## src/rtl/adc_seq_pkg.sv

```systemverilog
package adc_seq_pkg;

    // Accepted select level and the one-cycle marker of an accepted fall
    typedef struct packed {
        logic sel;
        logic start;
    } sel_t;

    // Frame phase: not selected, shifting result bits, zero padding
    typedef enum logic [1:0] {
        FR_OFF   = 2'd0,
        FR_SHIFT = 2'd1,
        FR_PAD   = 2'd2
    } frame_ph_e;

    function automatic int cnt_width(input int max_val);
        return (max_val < 2) ? 1 : $clog2(max_val + 1);
    endfunction

endpackage

```

## src/rtl/adc_seq_sync.sv

```systemverilog
module adc_seq_sync #(
    parameter int   STAGES  = 2,
    parameter logic RST_VAL = 1'b0
) (
    input  logic clk,
    input  logic rst,
    input  logic d,
    output logic q
);
    logic [STAGES-1:0] chain;

    always_ff @(posedge clk) begin
        if (rst) begin
            chain <= {STAGES{RST_VAL}};
        end else begin
            chain[0] <= d;
            for (int i = 1; i < STAGES; i++) begin
                chain[i] <= chain[i-1];
            end
        end
    end

    assign q = chain[STAGES-1];
endmodule

```

## src/rtl/adc_seq_csfilt.sv

```systemverilog
module adc_seq_csfilt
    import adc_seq_pkg::*;
#(
    parameter int FILT_CYC = 4
) (
    input  logic clk,
    input  logic rst,
    input  logic sel_n_s,
    output sel_t sel_o
);
    localparam int RUN_W = cnt_width(FILT_CYC);

    logic             acc;
    logic [RUN_W-1:0] run;
    logic             start;

    always_ff @(posedge clk) begin
        if (rst) begin
            acc   <= 1'b1;
            run   <= '0;
            start <= 1'b0;
        end else begin
            start <= 1'b0;
            if (sel_n_s != acc) begin
                if (run == RUN_W'(FILT_CYC - 1)) begin
                    acc   <= sel_n_s;
                    run   <= '0;
                    start <= ~sel_n_s;
                end else begin
                    run <= run + 1'b1;
                end
            end else begin
                run <= '0;
            end
        end
    end

    assign sel_o.sel   = ~acc;
    assign sel_o.start = start;


    filter_hold_chk: assert property (@(posedge clk) disable iff (rst)
        (acc != $past(acc)) |-> ($past(run) == RUN_W'(FILT_CYC - 1)));


    start_on_low_chk: assert property (@(posedge clk) disable iff (rst)
        start |-> sel_o.sel);
endmodule

```

## src/rtl/adc_seq_frame.sv

```systemverilog
module adc_seq_frame
    import adc_seq_pkg::*;
#(
    parameter int RES_W     = 10,
    parameter int MAX_CLKS  = 16,
    parameter int SAMP_EDGE = 3
) (
    input  logic             clk,
    input  logic             rst,
    input  sel_t             selin,
    input  logic             sclk_s,
    input  logic             conv_done,
    input  logic [RES_W-1:0] conv_result,
    output logic             sdo,
    output logic             sdo_oe,
    output logic             sample_on,
    output logic             conv_start
);
    localparam int CNT_W     = cnt_width(MAX_CLKS);
    localparam int HOLD_EDGE = RES_W;

    frame_ph_e        phase;
    logic [CNT_W-1:0] cnt;
    logic [CNT_W-1:0] nxt;
    logic [RES_W-1:0] shreg;
    logic [RES_W-1:0] held;
    logic             sclk_d;
    logic             fall;
    logic             samp_q;
    logic             cst_q;

    assign fall = sclk_d & ~sclk_s;

    always_comb begin
        nxt = (cnt == CNT_W'(MAX_CLKS)) ? cnt : cnt + 1'b1;
    end

    always_ff @(posedge clk) begin
        if (rst) begin
            phase  <= FR_OFF;
            cnt    <= '0;
            shreg  <= '0;
            held   <= '0;
            sclk_d <= 1'b0;
            samp_q <= 1'b0;
            cst_q  <= 1'b0;
        end else begin
            sclk_d <= sclk_s;
            cst_q  <= 1'b0;
            if (conv_done) begin
                held <= conv_result;
            end
            if (selin.start) begin
                phase  <= FR_SHIFT;
                shreg  <= held;
                cnt    <= '0;
                samp_q <= 1'b0;
            end else if (!selin.sel) begin
                phase  <= FR_OFF;
                samp_q <= 1'b0;
            end else if (phase == FR_PAD && conv_done) begin
                phase <= FR_SHIFT;
                shreg <= conv_result;
                cnt   <= '0;
            end else if (phase != FR_OFF && fall) begin
                cnt <= nxt;
                if (nxt < CNT_W'(HOLD_EDGE)) begin
                    shreg <= {shreg[RES_W-2:0], 1'b0};
                end
                if (nxt == CNT_W'(SAMP_EDGE)) begin
                    samp_q <= 1'b1;
                end
                if (nxt == CNT_W'(HOLD_EDGE)) begin
                    samp_q <= 1'b0;
                    cst_q  <= 1'b1;
                    phase  <= FR_PAD;
                end
            end
        end
    end

    assign sdo        = (phase == FR_SHIFT) & shreg[RES_W-1];
    assign sdo_oe     = (phase != FR_OFF);
    assign sample_on  = samp_q;
    assign conv_start = cst_q;


    start_pulse_chk: assert property (@(posedge clk) disable iff (rst)
        conv_start |=> !conv_start);


    start_after_window_chk: assert property (@(posedge clk) disable iff (rst)
        conv_start |-> $past(sample_on));


    window_open_chk: assert property (@(posedge clk) disable iff (rst)
        $rose(sample_on) |-> (cnt == CNT_W'(SAMP_EDGE)));


    pad_zero_chk: assert property (@(posedge clk) disable iff (rst)
        conv_start |-> !sdo);


    release_chk: assert property (@(posedge clk) disable iff (rst)
        !selin.sel |=> !sdo_oe);


    idle_quiet_chk: assert property (@(posedge clk) disable iff (rst)
        !sdo_oe |-> !sample_on);
endmodule

```

## src/rtl/adc_serial_seq.sv

```systemverilog
module adc_serial_seq
    import adc_seq_pkg::*;
#(
    parameter int RES_W       = 10,
    parameter int MAX_CLKS    = 16,
    parameter int SAMP_EDGE   = 3,
    parameter int FILT_CYC    = 4,
    parameter int SYNC_STAGES = 2
) (
    input  logic             clk,
    input  logic             rst,
    input  logic             sel_n,
    input  logic             sclk,
    output logic             sdo,
    output logic             sdo_oe,
    output logic             sample_on,
    output logic             conv_start,
    input  logic             conv_done,
    input  logic [RES_W-1:0] conv_result
);
    logic sel_n_s;
    logic sclk_s;
    sel_t sel_acc;

    adc_seq_sync #(.STAGES(SYNC_STAGES), .RST_VAL(1'b1)) u_sync_sel (
        .clk (clk),
        .rst (rst),
        .d   (sel_n),
        .q   (sel_n_s)
    );

    adc_seq_sync #(.STAGES(SYNC_STAGES), .RST_VAL(1'b0)) u_sync_sclk (
        .clk (clk),
        .rst (rst),
        .d   (sclk),
        .q   (sclk_s)
    );

    adc_seq_csfilt #(.FILT_CYC(FILT_CYC)) u_filt (
        .clk     (clk),
        .rst     (rst),
        .sel_n_s (sel_n_s),
        .sel_o   (sel_acc)
    );

    adc_seq_frame #(
        .RES_W     (RES_W),
        .MAX_CLKS  (MAX_CLKS),
        .SAMP_EDGE (SAMP_EDGE)
    ) u_frame (
        .clk         (clk),
        .rst         (rst),
        .selin       (sel_acc),
        .sclk_s      (sclk_s),
        .conv_done   (conv_done),
        .conv_result (conv_result),
        .sdo         (sdo),
        .sdo_oe      (sdo_oe),
        .sample_on   (sample_on),
        .conv_start  (conv_start)
    );
endmodule

```

## config.mk

```make
export PLATFORM = sky130hd
export DESIGN_NAME = adc_serial_seq
export DESIGN_NICKNAME = d
export VERILOG_FILES = /design/src/rtl/adc_seq_pkg.sv /design/src/rtl/adc_seq_sync.sv /design/src/rtl/adc_seq_csfilt.sv /design/src/rtl/adc_seq_frame.sv /design/src/rtl/adc_serial_seq.sv
export SDC_FILE = /design/constraint.sdc
export NUM_CORES = 1
export LEC_CHECK = 0
export BUFFER_PORTS_ARGS = -buffer_cell sky130_fd_sc_hd__buf_4
export CORE_AREA = 5 5 72 74
export DETAILED_ROUTE_END_ITERATION = 6
export DIE_AREA = 0 0 77 79
export GPL_ROUTABILITY_DRIVEN = 1
export GPL_TIMING_DRIVEN = 0
export PLACE_DENSITY = 0.64
export SETUP_SLACK_MARGIN = 0.2
export SLEW_MARGIN = 20
export SYNTH_ARGS = -nofsm -noshare
export SYNTH_HDL_FRONTEND = slang
export SYNTH_SLANG_ARGS = --single-unit
export TNS_END_PERCENT = 100
```

## constraint.sdc

```tcl
create_clock -name clk -period 2.41 [get_ports clk]
set_input_delay 0.1205 -clock clk [delete_from_list [all_inputs] [get_ports clk]]
set_output_delay 0.1205 -clock clk [all_outputs]
set_load 0.01 [all_outputs]
```

# After elaboration in Yosys (flattened, before gate mapping)
# Cells that the tools add are included.
[classes]
n_eq_ne = 8
n_reduce_logical = 21
n_bitwise = 9
n_addsub = 2
mux = 16
magnitude_cmp = 1
[op_table]
columns = ["cell", "count"]
rows = [
  ["2-to-1 mux 10 bit", 5],
  ["2-to-1 mux 5 bit", 3],
  ["OR reduction 3 bit", 3],
  ["2-to-1 mux 1 bit", 8],
  ["AND reduction 2 bit", 4],
  ["nonzero test 4 bit", 2],
  ["NOT 1 bit", 7],
  ["AND reduction 3 bit", 2],
  ["nonzero test 2 bit", 3],
  ["nonzero test 3 bit", 2],
  ["adder 5 x 1 -> 5 bit (second input constant)", 1],
  ["equality test 5 x 2 -> 1 bit (second input constant)", 1],
  ["equality test 5 x 4 -> 1 bit (second input constant)", 1],
  ["equality test 5 bit (second input constant)", 1],
  ["less-than comparator 5 x 4 -> 1 bit (second input constant)", 1],
  ["OR reduction 5 bit", 1],
  ["OR reduction 4 bit", 1],
  ["adder 3 x 1 -> 3 bit (second input constant)", 1],
  ["equality test 3 x 2 -> 1 bit (second input constant)", 1],
  ["bitwise AND 1 bit", 2],
  ["equality test 2 x 1 -> 1 bit (second input constant)", 1],
  ["equality test 2 bit (second input constant)", 1],
  ["logical AND 1 bit", 2],
  ["!= test 2 bit (second input constant)", 1],
  ["2 further kinds", 2],
]
[totals]
reg_bits = 39
word_cells = 70
in_bits = 15
output_inout_bits = 4

# Logic depth before layout (Yosys ltp)
[depth]
depth_word = 8
ltp_mapped = 7
mapped_depth_nobuf = 7

# Modules after synthesis
# A second synthesis with hierarchy kept.
[unflattened]
hier_cells = 195
area_unflattened_um2 = 1934.4
[by_module_without_submodules]
columns = ["module", "cells_per_inst", "instances", "seq_area_each_um2", "area_per_inst_um2"]
rows = [
  ["adc_seq_frame", 169, 1, 600.6, 1629.1],
  ["adc_seq_csfilt", 18, 1, 100.1, 200.2],
  ["adc_seq_sync", 4, 2, 40.0, 52.6],
]

# Worst setup path before layout
# OpenSTA, ideal clock, no wires.
[synth_path]
kind = "register -> register"
startpoint = "reg u_frame.cnt[0]"
endpoint = "reg u_frame.samp_q, in the netlist u_frame.sample_on"
synth_period_minus_slack_ns = 1.957
t_arrival_ns = 1.857
setup_time_ns = 0.100
required_ns = 2.310
path_stages_with_launch = 8
setup_slack_ns = 0.453
path_buffers = 0
path_cell_list = "dfxtp_1 > inv_1 > ha_1 > nor4bb_4 > mux2_4 > nor4b_4 > and3_4 > a2111oi_4"
[synth_via]
elab_chain_len = 5
elab_cells_between_ends = 8
cone_classes = "1 x add/sub; 3 x eq/ne; 2 x mux; 2 x reduce/logical"
[synth_lines]
columns = ["element", "line", "source"]
rows = [
  ["from (decl)", "adc_seq_frame.sv:23", "logic [CNT_W-1:0] cnt;"],
  ["from (signal assigned)", "adc_seq_frame.sv:66", "cnt <= nxt;"],
  ["adder 5 x 1 -> 5 bit / equality test 5 bit (equally long branches)", "adc_seq_frame.sv:35", "nxt = (cnt == CNT_W'(MAX_CLKS)) ? cnt : cnt + 1'b1;"],
  ["2-to-1 mux 5 bit *", "adc_seq_frame.sv:35", ""],
  ["equality test 5 x 4 -> 1 bit / equality test 5 x 2 -> 1 bit (equally long branches)", "adc_seq_frame.sv:73, adc_seq_frame.sv:70", ""],
  ["nonzero test 2 bit (no line)", "n/a", ""],
  ["AND reduction 3 bit (no line)", "n/a", ""],
  ["to (signal assigned)", "adc_seq_frame.sv:45", "samp_q <= 1'b0;"],
  ["to (signal assigned)", "adc_seq_frame.sv:71", "samp_q <= 1'b1;"],
  ["to (signal assigned)", "adc_seq_frame.sv:74", "samp_q <= 1'b0;"],
  ["to (decl)", "adc_seq_frame.sv:29", "logic samp_q;"],
]
# Every way passes the cells marked *; elsewhere a longest branch is shown, timed or not.
# A chain may end at the register's enable or synchronous reset.

# Final worst setup path
# Ends and elaborated chain as after synthesis.

==> metrics.txt <==
status finished clean; synth top area cells dfxtp_1 42%, mux2i_1 10%, nor2_1 4.2%; GRT Resource Usage Total 12.8%; core area 0.00454 mm²; Final Instance Area 0.00217 mm²; ANT nets after route 0; P_leak 0.807 nW; post-layout min period 2.05 ns; CP peak stage delay 0.47 ns; Power Internal 0.892 mW; Starting Density 41.0%; count of pins over their slew limit 0; CTS tree yes; worst path cell trace inv_1 -> ha_1 -> nor4bb_4 -> mux2_4 -> nor4b_4 -> and3_4 -> a2111oi_4; CP Max Fanout 7; Worst slew margin 46.4%; Syn Nets 218; Worst Skew 0.00935 ns; Max Freq 487 MHz; I/O pin count 19; Max H-tree Level 2; Switch Pwr 0.257 mW; YS warnings 0; Slowest cell on crit path dfxtp_1; met1 global-route usage 15.9%; Final #Nets 246; Final Cycle Share approximately 85%; HP Class in -> reg; CP Capture Type flip-flop; unrepaired setup endpoints after global routing false; Max VDD drop 0.282 mV; DR iter-0 viols 124; Synth async-reset ratio 0%; initial antenna violation count 0; Required @ worst endpoint 2.61 ns; vias per cell between 5 and 6; Post-Syn Area 0.00186 mm²; Setup CP Type reg -> reg; WHS Path Cells 2; R2R Setup Slk 0.36 ns; Post-synth EDFFs 0; 1st-pass router iterations 5; Comb pwr share between 5 and 6%; post-DR wirelength/cell 13.7 µm; reg-to-reg endpoint u_frame.sample_on; Vias roughly 1500; Hold Fails Final Rpt 0; TritonCTS Buffers 5; Setup crit start kind flip-flop; clk sinks 39; ant diodes 0; hold_buf cts 0; Sw Share 22.4%; number of global-route vias before repair 1341; first-pass GRT wire length 6270 µm; most common cell after layout, fill and taps aside dfxtp_1; Seq pwr share between 50% and 60%; syn avg cell area 9.34 µm²; met3 Usage GRT 4.42%; Buffers on Ports 18; global placer's final weighted congestion approximately 0.73; Die W 77 µm; Worst-path clk slew 0.08 ns; Seq/Total Area, Yosys between 40 and 50%; most frequent cells in the layout 39 x dfxtp_1, 21 x nor2_1, 21 x buf_4, 19 x mux2i_1; Cells after Synth just under 200; R2R cell count 7; DP HPWL approximately 2600 µm; flops & latches, synth 39; synth unique cells 44; Remaining DRCs 0; max-cap viol count 0; Clock Latency Late Sink just under 0.3 ns; GRT met2 Usage 19.8%; critical path arrival 2.25 ns; Reg2Reg Launch Point u_frame.cnt[0]; share of layout cells above drive strength 1 about 21%; dominant synthesized flop cell dfxtp_1; endpoints failing setup 0; die area 0.00608 mm²; grt ovf 0; CTS Root Cell clkbuf_8; setup_tns 0 ns; hold worst-path end u_sync_sel.chain[0]; largest net degree at the start of global routing 12; Die Height 79 µm; PwrDens ~530 mW/mm²; Worst Tran Pin Value around 0.80 ns; CTS max path bufs 2; placed cell area 0.00206 mm²; busiest grt layer met2; # rows 25; clock share of power between 30% and 40%; DRT Wirelength 3860 µm; post-synth top area cell dfxtp_1; Area growth, synth to finish 17.0%; Hold Path Origin sel_n; area share of the largest cell type after synthesis 42.0%
==> final cells by class <==
class                           instances  area [µm²]
Fill cell                             426        2360
Multi-Input combinational cell        143        1020
Sequential cell                        39         781
Timing Repair Buffer                   21         158
Clock buffer                            7        76.3
Tap cell                               54        67.6
Buffer                                 10        41.3
Inverter                                7        26.3
Clock inverter                          1        5.00
==> power by group through the flow <==
stage / sequential [mW] / combinational, mW / clock, mW
2_1_floorplan: 0.678 / 0.0314 / 0
3_3_place_gp: 0.679 / 0.0579 / 0
3_5_place_dp: 0.679 / 0.0595 / 0
4_1_cts: 0.664 / 0.0594 / 0.443
5_1_grt: 0.666 / 0.0654 / 0.467
6_report: 0.664 / 0.0584 / 0.426
==> cell families (layout without fill, tap and decap cells) <==
logic type / Yosys count / count (layout) / share of synthesized area (%)
AND/OR/NAND/NOR: 69 / 69 / 21.1
AO/OA/AOI/OAI: 47 / 47 / 17.6
flip-flops: 39 / 39 / 42.0
multiplexers: 20 / 20 / 11.0
buffers and inverters: 17 / 46 / 3.64
adder cells (fa/ha/maj): 4 / 4 / 2.69
XOR/XNOR: 3 / 3 / 1.82
==> synth_stat cells (2+ instances only) <==
library cell,instances
a21oi_1,11
o21ai_1,9
mux2i_1,19
or2_2,3
nor2_1,21
inv_1,7
nand2b_1,3
nor2b_1,3
a21oi_2,2
and3b_1,3
clkbuf_1,6
nand3_1,12
nand2_1,12
dfxtp_1,39
xnor2_1,2
o21ai_0,10
buf_2,3
ha_1,4
nand3b_1,2
a22oi_1,4
==> state kept, by name, indices dropped and copies added, names as in the netlist, 2 cells and up <==
signal	cells
u_frame.shreg	10
u_filt.run	3
u_sync_sel.chain	2
u_frame.cnt	5
u_frame.held	10
u_sync_sclk.chain	2
u_frame.phase	2
==> routing by layer <==
layer	up-vias	part of all wire [%]
met2	39	45
met4	0	1.6
li1	754	-
met1	681	47
met3	7	6.4
met5	-	0
==> metrics by stage <==
step	power (mW)	worst slack (ns)	hold slack [ns]	instances	util, %
CTS	1.17	0.267	0.00456	279	47.4
finish	1.15	0.358	0.0160	282	47.9
detailed placement	0.738	0.228	0.309	271	45.4
global placement	0.737	0.238	0.307	271	45.4
global route	1.20	0.258	0.00278	282	47.9
floorplan	0.709	0.453	0.224	199	-
==> worst max-delay path by stage <==
stage	start	end	slack (ns)
floorplan	u_frame.cnt[0]	u_frame.sample_on	0.45
global placement	u_frame.cnt[0]	u_frame.shreg[0]	0.24
detailed placement	u_frame.cnt[0]	u_frame.shreg[0]	0.23
CTS	u_frame.cnt[0]	u_frame.sample_on	0.27
global route	u_frame.cnt[0]	u_frame.shreg[3]	0.26
finish	u_frame.cnt[0]	u_frame.sample_on	0.36
==> worst max-delay path, delay by kind of cell (launching register included) <==
kind / cells / cell delay, ns
simple gates: 3 / 0.53
flops: 1 / 0.47
mux: 1 / 0.35
compound gates: 1 / 0.33
fa+ha+maj: 1 / 0.21
buf+inv: 1 / 0.07
==> timing repair <==
item / in CTS / in global routing
buffers inserted: 0 / 3
endpoints found under the setup margin: 1 / 2
resized for setup: 1 / 0
hold endpoints to repair: 0 / 0
pin swaps: 0 / 2
No activity file was read; power rests on OpenSTA's default activity.
